`config.mk`:
```
export PLATFORM = sky130hd
export DESIGN_NAME = pinbank_ctrl
export DESIGN_NICKNAME = d
export VERILOG_FILES = /design/src/rtl/pinbank_pkg.sv /design/src/rtl/pin_sync.sv /design/src/rtl/irq_sense.sv /design/src/rtl/port_regs.sv /design/src/rtl/pinbank_ctrl.sv
export SDC_FILE = /design/constraint.sdc
export NUM_CORES = 1
export LEC_CHECK = 0
export ABC_AREA = 1
export BUFFER_PORTS_ARGS = -buffer_cell sky130_fd_sc_hd__buf_2
export CAP_MARGIN = 20
export CELL_PAD_IN_SITES_DETAIL_PLACEMENT = 0
export CELL_PAD_IN_SITES_GLOBAL_PLACEMENT = 1
export CORE_MARGIN = 5
export CORE_UTILIZATION = 45
export DETAILED_ROUTE_END_ITERATION = 6
export GPL_TIMING_DRIVEN = 0
export HOLD_SLACK_MARGIN = 0.02
export PLACE_DENSITY_LB_ADDON = 0.2
export SYNTH_ARGS = -nofsm -noshare
export SYNTH_HDL_FRONTEND = slang
export SYNTH_SLANG_ARGS = --single-unit
export TNS_END_PERCENT = 10
```
`constraint.sdc`:
```
create_clock -name clk -period 13.25 [get_ports clk]
set_input_delay 2.65 -clock clk [delete_from_list [all_inputs] [get_ports clk]]
set_output_delay 2.65 -clock clk [all_outputs]
set_load 0.01 [all_outputs]
```
`src/rtl/pinbank_pkg.sv`:
```
package pinbank_pkg;

  typedef enum logic [2:0] {
    GRP_PEN  = 3'd0,
    GRP_DEN  = 3'd1,
    GRP_DVAL = 3'd2,
    GRP_IN   = 3'd3,
    GRP_STS  = 3'd4,
    GRP_IEN  = 3'd5,
    GRP_TYPE = 3'd6,
    GRP_CLR  = 3'd7
  } grp_e;

  typedef struct packed {
    logic plain;
    logic masked;
    grp_e grp;
  } wr_cmd_t;

endpackage

```
`src/rtl/pin_sync.sv`:
```
module pin_sync #(
  parameter int WIDTH  = 32,
  parameter int STAGES = 2
) (
  input  logic             clk,
  input  logic             rst_ni,
  input  logic [WIDTH-1:0] raw_i,
  output logic [WIDTH-1:0] cur_o,
  output logic [WIDTH-1:0] prev_o
);

  // STAGES synchroniser flops plus one history flop for edge detection
  localparam int DEPTH = STAGES + 1;

  logic [WIDTH-1:0] chain_q [DEPTH];
  logic [WIDTH-1:0] chain_d [DEPTH];

  always_comb begin
    chain_d[0] = raw_i;
    for (int s = 1; s < DEPTH; s++) chain_d[s] = chain_q[s-1];
  end

  always_ff @(posedge clk or negedge rst_ni) begin
    if (!rst_ni) begin
      for (int s = 0; s < DEPTH; s++) chain_q[s] <= '0;
    end else begin
      for (int s = 0; s < DEPTH; s++) chain_q[s] <= chain_d[s];
    end
  end

  assign cur_o  = chain_q[STAGES-1];
  assign prev_o = chain_q[STAGES];

endmodule

```
`src/rtl/irq_sense.sv`:
```
module irq_sense #(
  parameter int WIDTH = 8
) (
  input  logic [WIDTH-1:0] cur_i,
  input  logic [WIDTH-1:0] prev_i,
  input  logic [WIDTH-1:0] pol_i,
  input  logic [WIDTH-1:0] both_i,
  output logic [WIDTH-1:0] evt_o,
  output logic [WIDTH-1:0] lvl_o
);

  logic [WIDTH-1:0] rise, fall;

  always_comb begin
    rise  = cur_i & ~prev_i;
    fall  = ~cur_i & prev_i;
    evt_o = (both_i & (rise | fall))
          | (~both_i & pol_i & rise)
          | (~both_i & ~pol_i & fall);
    lvl_o = ~(cur_i ^ pol_i);
  end

endmodule

```
`src/rtl/port_regs.sv`:
```
module port_regs
  import pinbank_pkg::*;
#(
  parameter int W = 8
) (
  input  logic         clk,
  input  logic         rst_ni,
  input  logic         sel_i,
  input  wr_cmd_t      cmd_i,
  input  logic [31:0]  wdata_i,
  input  logic [W-1:0] cur_i,
  input  logic [W-1:0] prev_i,
  output logic [W-1:0] pen_o,
  output logic [W-1:0] den_o,
  output logic [W-1:0] dval_o,
  output logic [W-1:0] ien_o,
  output logic [W-1:0] pol_o,
  output logic [W-1:0] edge_o,
  output logic [W-1:0] both_o,
  output logic [W-1:0] sts_o
);

  function automatic logic [W-1:0] merge(input logic [W-1:0] old_v,
                                         input logic [W-1:0] en_v,
                                         input logic [W-1:0] new_v);
    return (old_v & ~en_v) | (new_v & en_v);
  endfunction

  logic [W-1:0] pen_q, den_q, dval_q, ien_q, pol_q, edge_q, both_q, sts_q;
  logic [W-1:0] pen_d, den_d, dval_d, ien_d, pol_d, edge_d, both_d, sts_d;
  logic [W-1:0] evt, lvl, held;
  logic [W-1:0] val_b, msk_b, lane1, lane2, tmsk;
  logic         do_plain, do_mask;

  assign val_b = wdata_i[W-1:0];
  assign msk_b = wdata_i[2*W-1:W];
  assign lane1 = wdata_i[2*W-1:W];
  assign lane2 = wdata_i[3*W-1:2*W];
  assign tmsk  = wdata_i[4*W-1:3*W];

  assign do_plain = sel_i & cmd_i.plain;
  assign do_mask  = sel_i & cmd_i.masked;

  irq_sense #(.WIDTH(W)) u_sense (
    .cur_i  (cur_i),
    .prev_i (prev_i),
    .pol_i  (pol_q),
    .both_i (both_q),
    .evt_o  (evt),
    .lvl_o  (lvl)
  );

  always_comb begin
    pen_d  = pen_q;
    den_d  = den_q;
    dval_d = dval_q;
    ien_d  = ien_q;
    pol_d  = pol_q;
    edge_d = edge_q;
    both_d = both_q;
    if (do_plain) begin
      unique case (cmd_i.grp)
        GRP_PEN:  pen_d  = val_b;
        GRP_DEN:  den_d  = val_b;
        GRP_DVAL: dval_d = val_b;
        GRP_IEN:  ien_d  = val_b;
        GRP_TYPE: begin
          pol_d  = val_b;
          edge_d = lane1;
          both_d = lane2;
        end
        default: ;
      endcase
    end
    if (do_mask) begin
      unique case (cmd_i.grp)
        GRP_PEN:  pen_d  = merge(pen_q, msk_b, val_b);
        GRP_DEN:  den_d  = merge(den_q, msk_b, val_b);
        GRP_DVAL: dval_d = merge(dval_q, msk_b, val_b);
        GRP_IEN:  ien_d  = merge(ien_q, msk_b, val_b);
        GRP_TYPE: begin
          pol_d  = merge(pol_q, tmsk, val_b);
          edge_d = merge(edge_q, tmsk, lane1);
          both_d = merge(both_q, tmsk, lane2);
        end
        default: ;
      endcase
    end
  end

  // status: software effects first, then a fresh edge overrides them
  always_comb begin
    held = sts_q;
    if (do_plain && cmd_i.grp == GRP_CLR) held = held & ~val_b;
    if (do_mask && cmd_i.grp == GRP_STS)  held = merge(held, msk_b, val_b);
    sts_d = (edge_q & (held | evt)) | (~edge_q & lvl);
  end

  always_ff @(posedge clk or negedge rst_ni) begin
    if (!rst_ni) begin
      pen_q  <= '0;
      den_q  <= '0;
      dval_q <= '0;
      ien_q  <= '0;
      pol_q  <= '0;
      edge_q <= '0;
      both_q <= '0;
      sts_q  <= '0;
    end else begin
      pen_q  <= pen_d;
      den_q  <= den_d;
      dval_q <= dval_d;
      ien_q  <= ien_d;
      pol_q  <= pol_d;
      edge_q <= edge_d;
      both_q <= both_d;
      sts_q  <= sts_d;
    end
  end

  assign pen_o  = pen_q;
  assign den_o  = den_q;
  assign dval_o = dval_q;
  assign ien_o  = ien_q;
  assign pol_o  = pol_q;
  assign edge_o = edge_q;
  assign both_o = both_q;
  assign sts_o  = sts_q;

endmodule

```
`src/rtl/pinbank_ctrl.sv`:
```
module pinbank_ctrl
  import pinbank_pkg::*;
#(
  parameter int PORT_W    = 8,
  parameter int NUM_PORTS = 4,
  parameter int ADDR_W    = 8,
  parameter int ALIAS_BIT = 7,
  parameter int SYNC_STG  = 2
) (
  input  logic                          clk,
  input  logic                          rst_n,
  input  logic                          bus_wr,
  input  logic                          bus_rd,
  input  logic [ADDR_W-1:0]             bus_addr,
  input  logic [31:0]                   bus_wdata,
  output logic [31:0]                   bus_rdata,
  input  logic [PORT_W*NUM_PORTS-1:0]   pad_in,
  output logic [PORT_W*NUM_PORTS-1:0]   pad_out,
  output logic [PORT_W*NUM_PORTS-1:0]   pad_oe,
  output logic                          irq
);

  localparam int PINS   = PORT_W * NUM_PORTS;
  localparam int PSEL_W = (NUM_PORTS > 1) ? $clog2(NUM_PORTS) : 1;
  localparam int PORT_LSB = 2;
  localparam int GRP_LSB  = 4;

  // reset: asynchronous assertion, synchronous release
  logic rs1_q, rs2_q, rst_i;
  always_ff @(posedge clk or negedge rst_n) begin
    if (!rst_n) begin
      rs1_q <= 1'b0;
      rs2_q <= 1'b0;
    end else begin
      rs1_q <= 1'b1;
      rs2_q <= rs1_q;
    end
  end
  assign rst_i = rs2_q;

  // decode
  logic [PSEL_W-1:0] port_sel;
  grp_e              grp;
  logic              alias_sel;
  wr_cmd_t           cmd;
  logic              unused_bits;

  assign port_sel  = bus_addr[PORT_LSB +: PSEL_W];
  assign grp       = grp_e'(bus_addr[GRP_LSB +: 3]);
  assign alias_sel = bus_addr[ALIAS_BIT];
  assign cmd.plain  = bus_wr & ~alias_sel;
  assign cmd.masked = bus_wr & alias_sel;
  assign cmd.grp    = grp;
  assign unused_bits = ^bus_addr[1:0];

  // synchronised inputs
  logic [PINS-1:0] cur_v, prev_v;
  pin_sync #(.WIDTH(PINS), .STAGES(SYNC_STG)) u_sync (
    .clk    (clk),
    .rst_ni (rst_i),
    .raw_i  (pad_in),
    .cur_o  (cur_v),
    .prev_o (prev_v)
  );

  logic [PINS-1:0] pen_v, den_v, dval_v, ien_v, pol_v, edge_v, both_v, sts_v;

  for (genvar p = 0; p < NUM_PORTS; p++) begin : g_port
    port_regs #(.W(PORT_W)) u_port (
      .clk     (clk),
      .rst_ni  (rst_i),
      .sel_i   (port_sel == PSEL_W'(p)),
      .cmd_i   (cmd),
      .wdata_i (bus_wdata),
      .cur_i   (cur_v[p*PORT_W +: PORT_W]),
      .prev_i  (prev_v[p*PORT_W +: PORT_W]),
      .pen_o   (pen_v[p*PORT_W +: PORT_W]),
      .den_o   (den_v[p*PORT_W +: PORT_W]),
      .dval_o  (dval_v[p*PORT_W +: PORT_W]),
      .ien_o   (ien_v[p*PORT_W +: PORT_W]),
      .pol_o   (pol_v[p*PORT_W +: PORT_W]),
      .edge_o  (edge_v[p*PORT_W +: PORT_W]),
      .both_o  (both_v[p*PORT_W +: PORT_W]),
      .sts_o   (sts_v[p*PORT_W +: PORT_W])
    );
  end

  // read path, registered
  logic [31:0] rdata_d, rdata_q;
  int          base;

  always_comb begin
    base    = int'(port_sel) * PORT_W;
    rdata_d = '0;
    unique case (grp)
      GRP_PEN:  rdata_d[PORT_W-1:0] = pen_v[base +: PORT_W];
      GRP_DEN:  rdata_d[PORT_W-1:0] = den_v[base +: PORT_W];
      GRP_DVAL: rdata_d[PORT_W-1:0] = dval_v[base +: PORT_W];
      GRP_IN:   rdata_d[PORT_W-1:0] = cur_v[base +: PORT_W];
      GRP_STS:  rdata_d[PORT_W-1:0] = sts_v[base +: PORT_W];
      GRP_IEN:  rdata_d[PORT_W-1:0] = ien_v[base +: PORT_W];
      GRP_TYPE: rdata_d[3*PORT_W-1:0] = {both_v[base +: PORT_W],
                                         edge_v[base +: PORT_W],
                                         pol_v[base +: PORT_W]};
      default:  rdata_d = '0;
    endcase
  end

  always_ff @(posedge clk or negedge rst_i) begin
    if (!rst_i) begin
      rdata_q <= '0;
    end else if (bus_rd) begin
      rdata_q <= rdata_d;
    end
  end

  assign bus_rdata = rdata_q;
  assign pad_oe    = pen_v & den_v;
  assign pad_out   = dval_v & pen_v & den_v;
  assign irq       = |(sts_v & ien_v);

endmodule

```
==> run_results.csv, run 1 <==
group,metric,value,unit
global_routing,grt.total_usage,42.1,%
detailed_routing,vias,25354,
critical_path,cp_top_family,"simple AND/OR/NAND/NOR gates",
clocking,cts_made_buffers,46,
placed_design,dpl_worst_slack,8.07,ns
power_and_ir_drop,p_leak,13.0,nW
hold_path,worstHoldPathType,"flip-flop to flip-flop",
clocking,htreeDepth,2,
run_status,failed_checks,"design-rule violations",
timing,timing.fmax,193,MHz
layout,multi_input_area,10700,µm²
clocking,root_buffer,"clkbuf_16",
timing,worst_pin_slew,1.20,ns
clocking,cts_tree,"done",
floorplanning,die_w,235,µm
run,max_cap_viol_count,0,
critical_path,crit_arrival,2.53,ns
logic_synthesis,synth_area_per_cell,7.54,µm²
global_routing,grt_pass1_wl,171,mm
global_routing,antenna_found_initial,3,
logic_synthesis,syn_area,22800,µm²
run_status,run_status,"finished with violations",
placed_design,io_buffers,160,
placed_design,routabilityCongestion,1.07,
floorplanning,core_area,50200,µm²
global_routing,grt_start_max_net_pins,68,
floorplanning,io_pins,173,
logic_synthesis,synthArstFlopShare,100,%
layout,ff_latch_area,9460,µm²
layout,area_delta_synth_final,15.6,%
floorplanning,dieArea,55300,µm²
timing,clock_skew,0.0369,ns
layout,diodes,0,
detailed_routing,drt_iter0_drc,3808,
critical_path,critPathMaxFanout,2,
power_and_ir_drop,p_switching,1.52,mW
clocking,clock_latency,0.63,ns
logic_synthesis,synth-main-ff-cell,"dfrtp_1",
critical_path,cp-start-kind,"flip-flop",
power_and_ir_drop,intPower,2.56,mW
timing,maxSlewHeadroom,19.9,%
clocking,cts_resized,0,
layout,layoutNonFillerInstCount,3962,
critical_path,critPathKind,"flip-flop to output port",
power_and_ir_drop,clkPwrFrac,33.7,%
critical_path,critical_path_required,10.60,ns
power_and_ir_drop,vdd_drop_max,0.000119,V
hold_path,hold_end,"u_sync.cur_o[31]$_DFF_PN0_",
timing,rsz0062_at_grt,"no",
timing,finalSetupViolCount,0,
layout,final_area,26400,µm²
logic_synthesis,ys_seq_area_share,41.4,%
timing,whs,0.345,ns
placed_design,dp_hpwl,92.0,mm
power_and_ir_drop,total_power,4.07,mW
layout,final_util,52.6,%
critical_path,crit_start,"g_port[2].u_port.sts_o[6]$_DFF_PN0_",
detailed_routing,routed_via_density,6.40,
power_and_ir_drop,seqPwrFrac,39.8,%
logic_synthesis,synthDistinctLibCells,46,
timing,finalCriticalPeriod,5.18,ns
layout,final_nets,3395,
logic_synthesis,synth_cells,3027,
timing,setup_tns,0,ns
critical_path,reg2reg_depth,3,
floorplanning,start_util,45.5,%
logic_synthesis,ys_ff_latch,378,
layout,fill_cells,4992,
global_routing,grt_pass1_vias,23941,
clocking,cts_setup_buffers,0,
timing,fin_crit_sh,39.1,%
global_routing,gr-total-overflow,0,
clocking,cts.path.max_buffers,3,
detailed_routing,wl_per_cell,30.7,µm
power_and_ir_drop,power_frac_comb,26.5,%
critical_path,cpPeakStageDelay,0.54,ns
clocking,cts_hold_buf,0,
power_and_ir_drop,power_density,154,nW/µm²
timing,drv_slew,0,
floorplanning,num_rows,82,
critical_path,regToRegSetupSlack,11.39,ns
placed_design,dp.cells,3878,
detailed_routing,drt-pass1-iter-count,7,
timing,timing.final.ws_setup,8.07,ns
detailed_routing,ant_nets,0,
hold_path,min-delay-start,"u_sync.chain_d[63]$_DFF_PN0_",
logic_synthesis,yosysWarnings,0,
floorplanning,die_y,235,µm
placed_design,placed_area,24800,µm²
detailed_routing,drc,11,
timing,hold_violations,0,
critical_path,critPathBufInv,2,
hold_path,worstHoldPathCells,0,
clocking,cts.sinks,378,
critical_path,r2r-start,"rs2_q$_DFF_PN0_",
detailed_routing,drt-total-wl,122,mm
clocking,clk_pin_slew_worst_paths,0.06,ns
critical_path,crit_path_end_kind,"output port",
critical_path,cp_cell_sequence,"inv_1 > o22ai_1 > nor4_1 > nand3_1 > buf_2",
power_and_ir_drop,switching_share,37.2,%
critical_path,crit_slowest_cell,"nor4_1",
layout,drive_gt1_share,12.7,%
logic_synthesis,synth-edff-count,0,
## layout make-up
type                       instances  area share [%]
buffer                           160            3.18
clock buffer                      67            5.16
clock inverter                    16           0.863
inverter                         484            6.90
multi-input combinational       2012            40.7
sequential                       378            35.9
tap                              672            3.19
timing repair buffer             173            4.16
## layout by cell type, fill, tap and decap left out, types with 40 or more instances in the layout
master | Yosys | layout
clkbuf_16 | 0 | 47
o221ai_1 | 74 | 74
ha_1 | 64 | 64
dfrtp_1 | 378 | 377
o21ai_0 | 345 | 345
inv_1 | 456 | 456
a31oi_1 | 40 | 40
o211ai_1 | 49 | 49
buf_2 | 50 | 210
nor2_1 | 173 | 173
clkbuf_1 | 70 | 79
nand2_1 | 551 | 551
o22ai_1 | 87 | 87
nand3_1 | 99 | 99
o21ai_1 | 89 | 89
a21oi_1 | 253 | 253
## cells in the mapped netlist (all sizes together) (64+ instances only)
library cell | n | area share [%]
nand2 | 571 | 9.8
inv | 480 | 7.9
o21ai | 434 | 9.5
dfrtp | 378 | 41
a21oi | 254 | 5.6
nor2 | 198 | 4.0
nand3 | 102 | 2.4
buf | 90 | 2.5
o22ai | 87 | 2.4
o221ai | 78 | 3.1
clkbuf | 70 | 1.2
ha | 64 | 3.5
## routing by layer
metal / part of all wire [%] / vias up / global-route usage, %
met3: 12 / 532 / 11.3
met5: 0.025 / - / 0
met4: 8.6 / 4 / 28.6
li1: - / 10695 / -
met1: 36 / 12065 / 52.7
met2: 43 / 2058 / 63.7
## power by group through the flow
stage	sequential, mW	combinational, mW	clock [mW]
finish	1.62	1.08	1.37
global route	1.64	1.17	1.42
CTS	1.60	1.04	1.37
detailed placement	1.62	1.03	0
global placement	1.64	0.983	0
floorplan	1.55	0.668	0
## worst max path at each step
stage | endpoint | slack, ns | cells after the start
floorplan | asynchronous set/reset pin | 1.93 | 0
global placement | asynchronous set/reset pin | -3.46 | 0
detailed placement | flip-flop | 8.07 | 8
global route | irq | 8.10 | 5
finish | irq | 8.07 | 5
CTS | irq | 8.05 | 5
## kinds of logic after synthesis
kind of cell / count (synthesis) / share of synthesized area (%)
AOI/OAI and AO/OA: 984 / 25.0
and+or+nand+nor: 955 / 18.4
DFF: 378 / 41.4
buffers and inverters: 644 / 11.7
other: 2 / 0.0329
adders and majority gates: 64 / 3.51
(Power assumes the default switching activity.)
==> inputs of run 2 (changes only) <==
--- a/config.mk
+++ b/config.mk
@@ -11,7 +11,7 @@
 export CELL_PAD_IN_SITES_DETAIL_PLACEMENT = 0
 export CELL_PAD_IN_SITES_GLOBAL_PLACEMENT = 1
 export CORE_MARGIN = 5
-export CORE_UTILIZATION = 45
+export CORE_UTILIZATION = 41
 export DETAILED_ROUTE_END_ITERATION = 6
 export GPL_TIMING_DRIVEN = 0
 export HOLD_SLACK_MARGIN = 0.02
==> constraint.sdc (replaced) <==
create_clock -name clk -period 4.3 [get_ports clk]
set_input_delay 0.86 -clock clk [delete_from_list [all_inputs] [get_ports clk]]
set_output_delay 0.86 -clock clk [all_outputs]
set_load 0.01 [all_outputs]
==> run 2 against run 1 <==
- the run now ends clean
- global-route usage decreased by 0.94 points
- critical path depth increased by 1
- combinational power grew to 3.1 times the previous value
- sequential share of layout area shrank 0.29 points
- routed wire length grew 5.4%
- non-clock buffer count rose by 2
- worst hold slack got worse by 0.12 ns
- count of clock-buffer cells in the layout fell by 12
- highest routed layer unchanged
==> run_results.csv, run 2 (same netlist as run 1, synthesis figures left out) <==
group,metric,value,unit
power_and_ir_drop,vdd_drop_max,0.000344,V
layout,fill_cells,5628,
detailed_routing,drt_iter0_drc,3839,
layout,ff_latch_area,9460,µm²
global_routing,grtUsageMet2,62.4,%
clocking,cts_made_buffers,45,
placed_design,routabilityCongestion,1.02,
detailed_routing,drc,0,
layout,area_delta_synth_final,16.5,%
timing,finalCriticalPeriod,3.34,ns
clocking,htreeDepth,2,
critical_path,reg2reg_depth,6,
global_routing,met3_usage,9.91,%
layout,final_cell_mix,"nand2_1 (551), inv_1 (456), dfrtp_1 (377)",
global_routing,grt_start_max_net_pins,68,
layout,drive_gt1_share,13.0,%
global_routing,gr-usage-met1,51.6,%
placed_design,dpl_worst_slack,0.972,ns
run_status,run_status,"completed",
timing,timing.fmax,300,MHz
critical_path,cp-start-kind,"flip-flop",
global_routing,grt_pass1_vias,23692,
clocking,cts_tree,"done",
critical_path,crit_path_end_kind,"output port",
critical_path,critPathMaxFanout,2,
critical_path,critical_path_required,3.44,ns
detailed_routing,routed_via_density,6.24,
placed_design,io_buffers,160,
global_routing,grt.total_usage,41.1,%
placed_design,dp_hpwl,97.6,mm
floorplanning,die_y,246,µm
clocking,clock_latency,0.63,ns
critical_path,crit_arrival,2.48,ns
critical_path,critPathKind,"flip-flop to output port",
detailed_routing,ant_nets,0,
timing,finalSetupViolCount,0,
timing,rsz0062_at_grt,"no",
global_routing,top_usage_layer,"met2",
clocking,cts_hold_buf,1,
critical_path,r2r-start,"u_sync.cur_o[13]$_DFF_PN0_",
clocking,cts_setup_buffers,0,
detailed_routing,vias,25236,
clocking,cts.path.max_buffers,3,
layout,final_common_cell,"nand2_1",
critical_path,reg2reg_to,"bus_rdata[5]$_DFFE_PN0P_",
clocking,cts_resized,0,
detailed_routing,drt-pass1-iter-count,7,
layout,multi_input_area,10700,µm²
power_and_ir_drop,p_leak,13.0,nW
floorplanning,num_rows,86,
timing,timing.final.ws_setup,0.963,ns
run,max_cap_viol_count,0,
global_routing,gr-total-overflow,0,
global_routing,grt_pass1_wl,178,mm
global_routing,antenna_found_initial,4,
timing,clock_skew,0.0375,ns
timing,maxSlewHeadroom,13.8,%
floorplanning,start_util,41.4,%
clocking,cts.sinks,378,
detailed_routing,drt-total-wl,128,mm
clocking,root_buffer,"clkbuf_16",
floorplanning,die_w,246,µm
hold_path,worstHoldPathType,"flip-flop to asynchronous set/reset pin",
layout,final_util,48.3,%
timing,hold_violations,0,
power_and_ir_drop,power_density,482,nW/µm²
floorplanning,dieArea,60500,µm²
floorplanning,core_area,55100,µm²
clocking,clk_pin_slew_worst_paths,0.07,ns
critical_path,regToRegSetupSlack,2.25,ns
layout,final_nets,3396,
timing,fin_crit_sh,77.6,%
timing,worst_pin_slew,1.29,ns
detailed_routing,wl_per_cell,31.7,µm
timing,drv_slew,0,
floorplanning,io_pins,173,
timing,whs,0.220,ns
power_and_ir_drop,total_power,12.8,mW
## run 2: cell count changes in the layout (fill, tap and decap cells not counted), sizes merged
cell / previous run / this run
clkbuf: 137 / 126
clkinvlp: 0 / 7
bufinv: 5 / 9
diode: 0 / 2
dlygate4sd3: 0 / 1
inv: 480 / 481
## run 2: cell type report
cell class	count	share of cell area, %
timing repair buffer	175	4.25
tap	748	3.52
sequential	378	35.6
buffer	160	3.16
clock buffer	55	4.72
inverter	484	6.84
antenna	2	0.0188
clock inverter	28	1.57
multi-input combinational	2012	40.3
## run 2: worst max-delay path by stage
stage	start	endpoint	slack (ns)
final	g_port[3].u_port.sts_o[4]$_DFF_PN0_	irq	0.96
after global routing	flip-flop	irq	1.06
after CTS	g_port[3].u_port.sts_o[4]$_DFF_PN0_	irq	1.01
after detailed placement	bus_addr[4]	g_port[3].u_port.sts_o[4]$_DFF_PN0_	0.97
after global placement	rs2_q$_DFF_PN0_	asynchronous set/reset pin	-1.22
after floorplan	rs2_q$_DFF_PN0_	asynchronous set/reset pin	0.58
## run 2: stage by stage
stage	setup TNS, ns	cell area (µm²)	cells
floorplan	0	22900	3034
detailed placement	0	24900	3954
finish	0	26600	4042
CTS	0	26600	4038
global route	0	26600	4040
global placement	-436.80	24600	3942
## run 2: metal layers
metal / routed length, µm / vias up / share of wire [%]
met5: 31 / - / 0.024
met4: 11700 / 4 / 9.2
met3: 13500 / 506 / 11
met2: 55000 / 1913 / 43
met1: 47900 / 12121 / 37
li1: - / 10692 / -
## run 2: where the power goes
part	total (mW)	switching, mW	internal [mW]
Clock	4.42	1.78	2.63
Sequential	5.02	0.750	4.27
Combinational	3.39	2.27	1.12
## run 2: critical path, stage by stage (launching register included)
cell and delay (ns):
dfrtp_1 0.49, nand2_1 0.15, nand2_1 0.06, a221oi_1 0.46, and2_0 0.30, nand3_1 0.19
buf_2 0.19
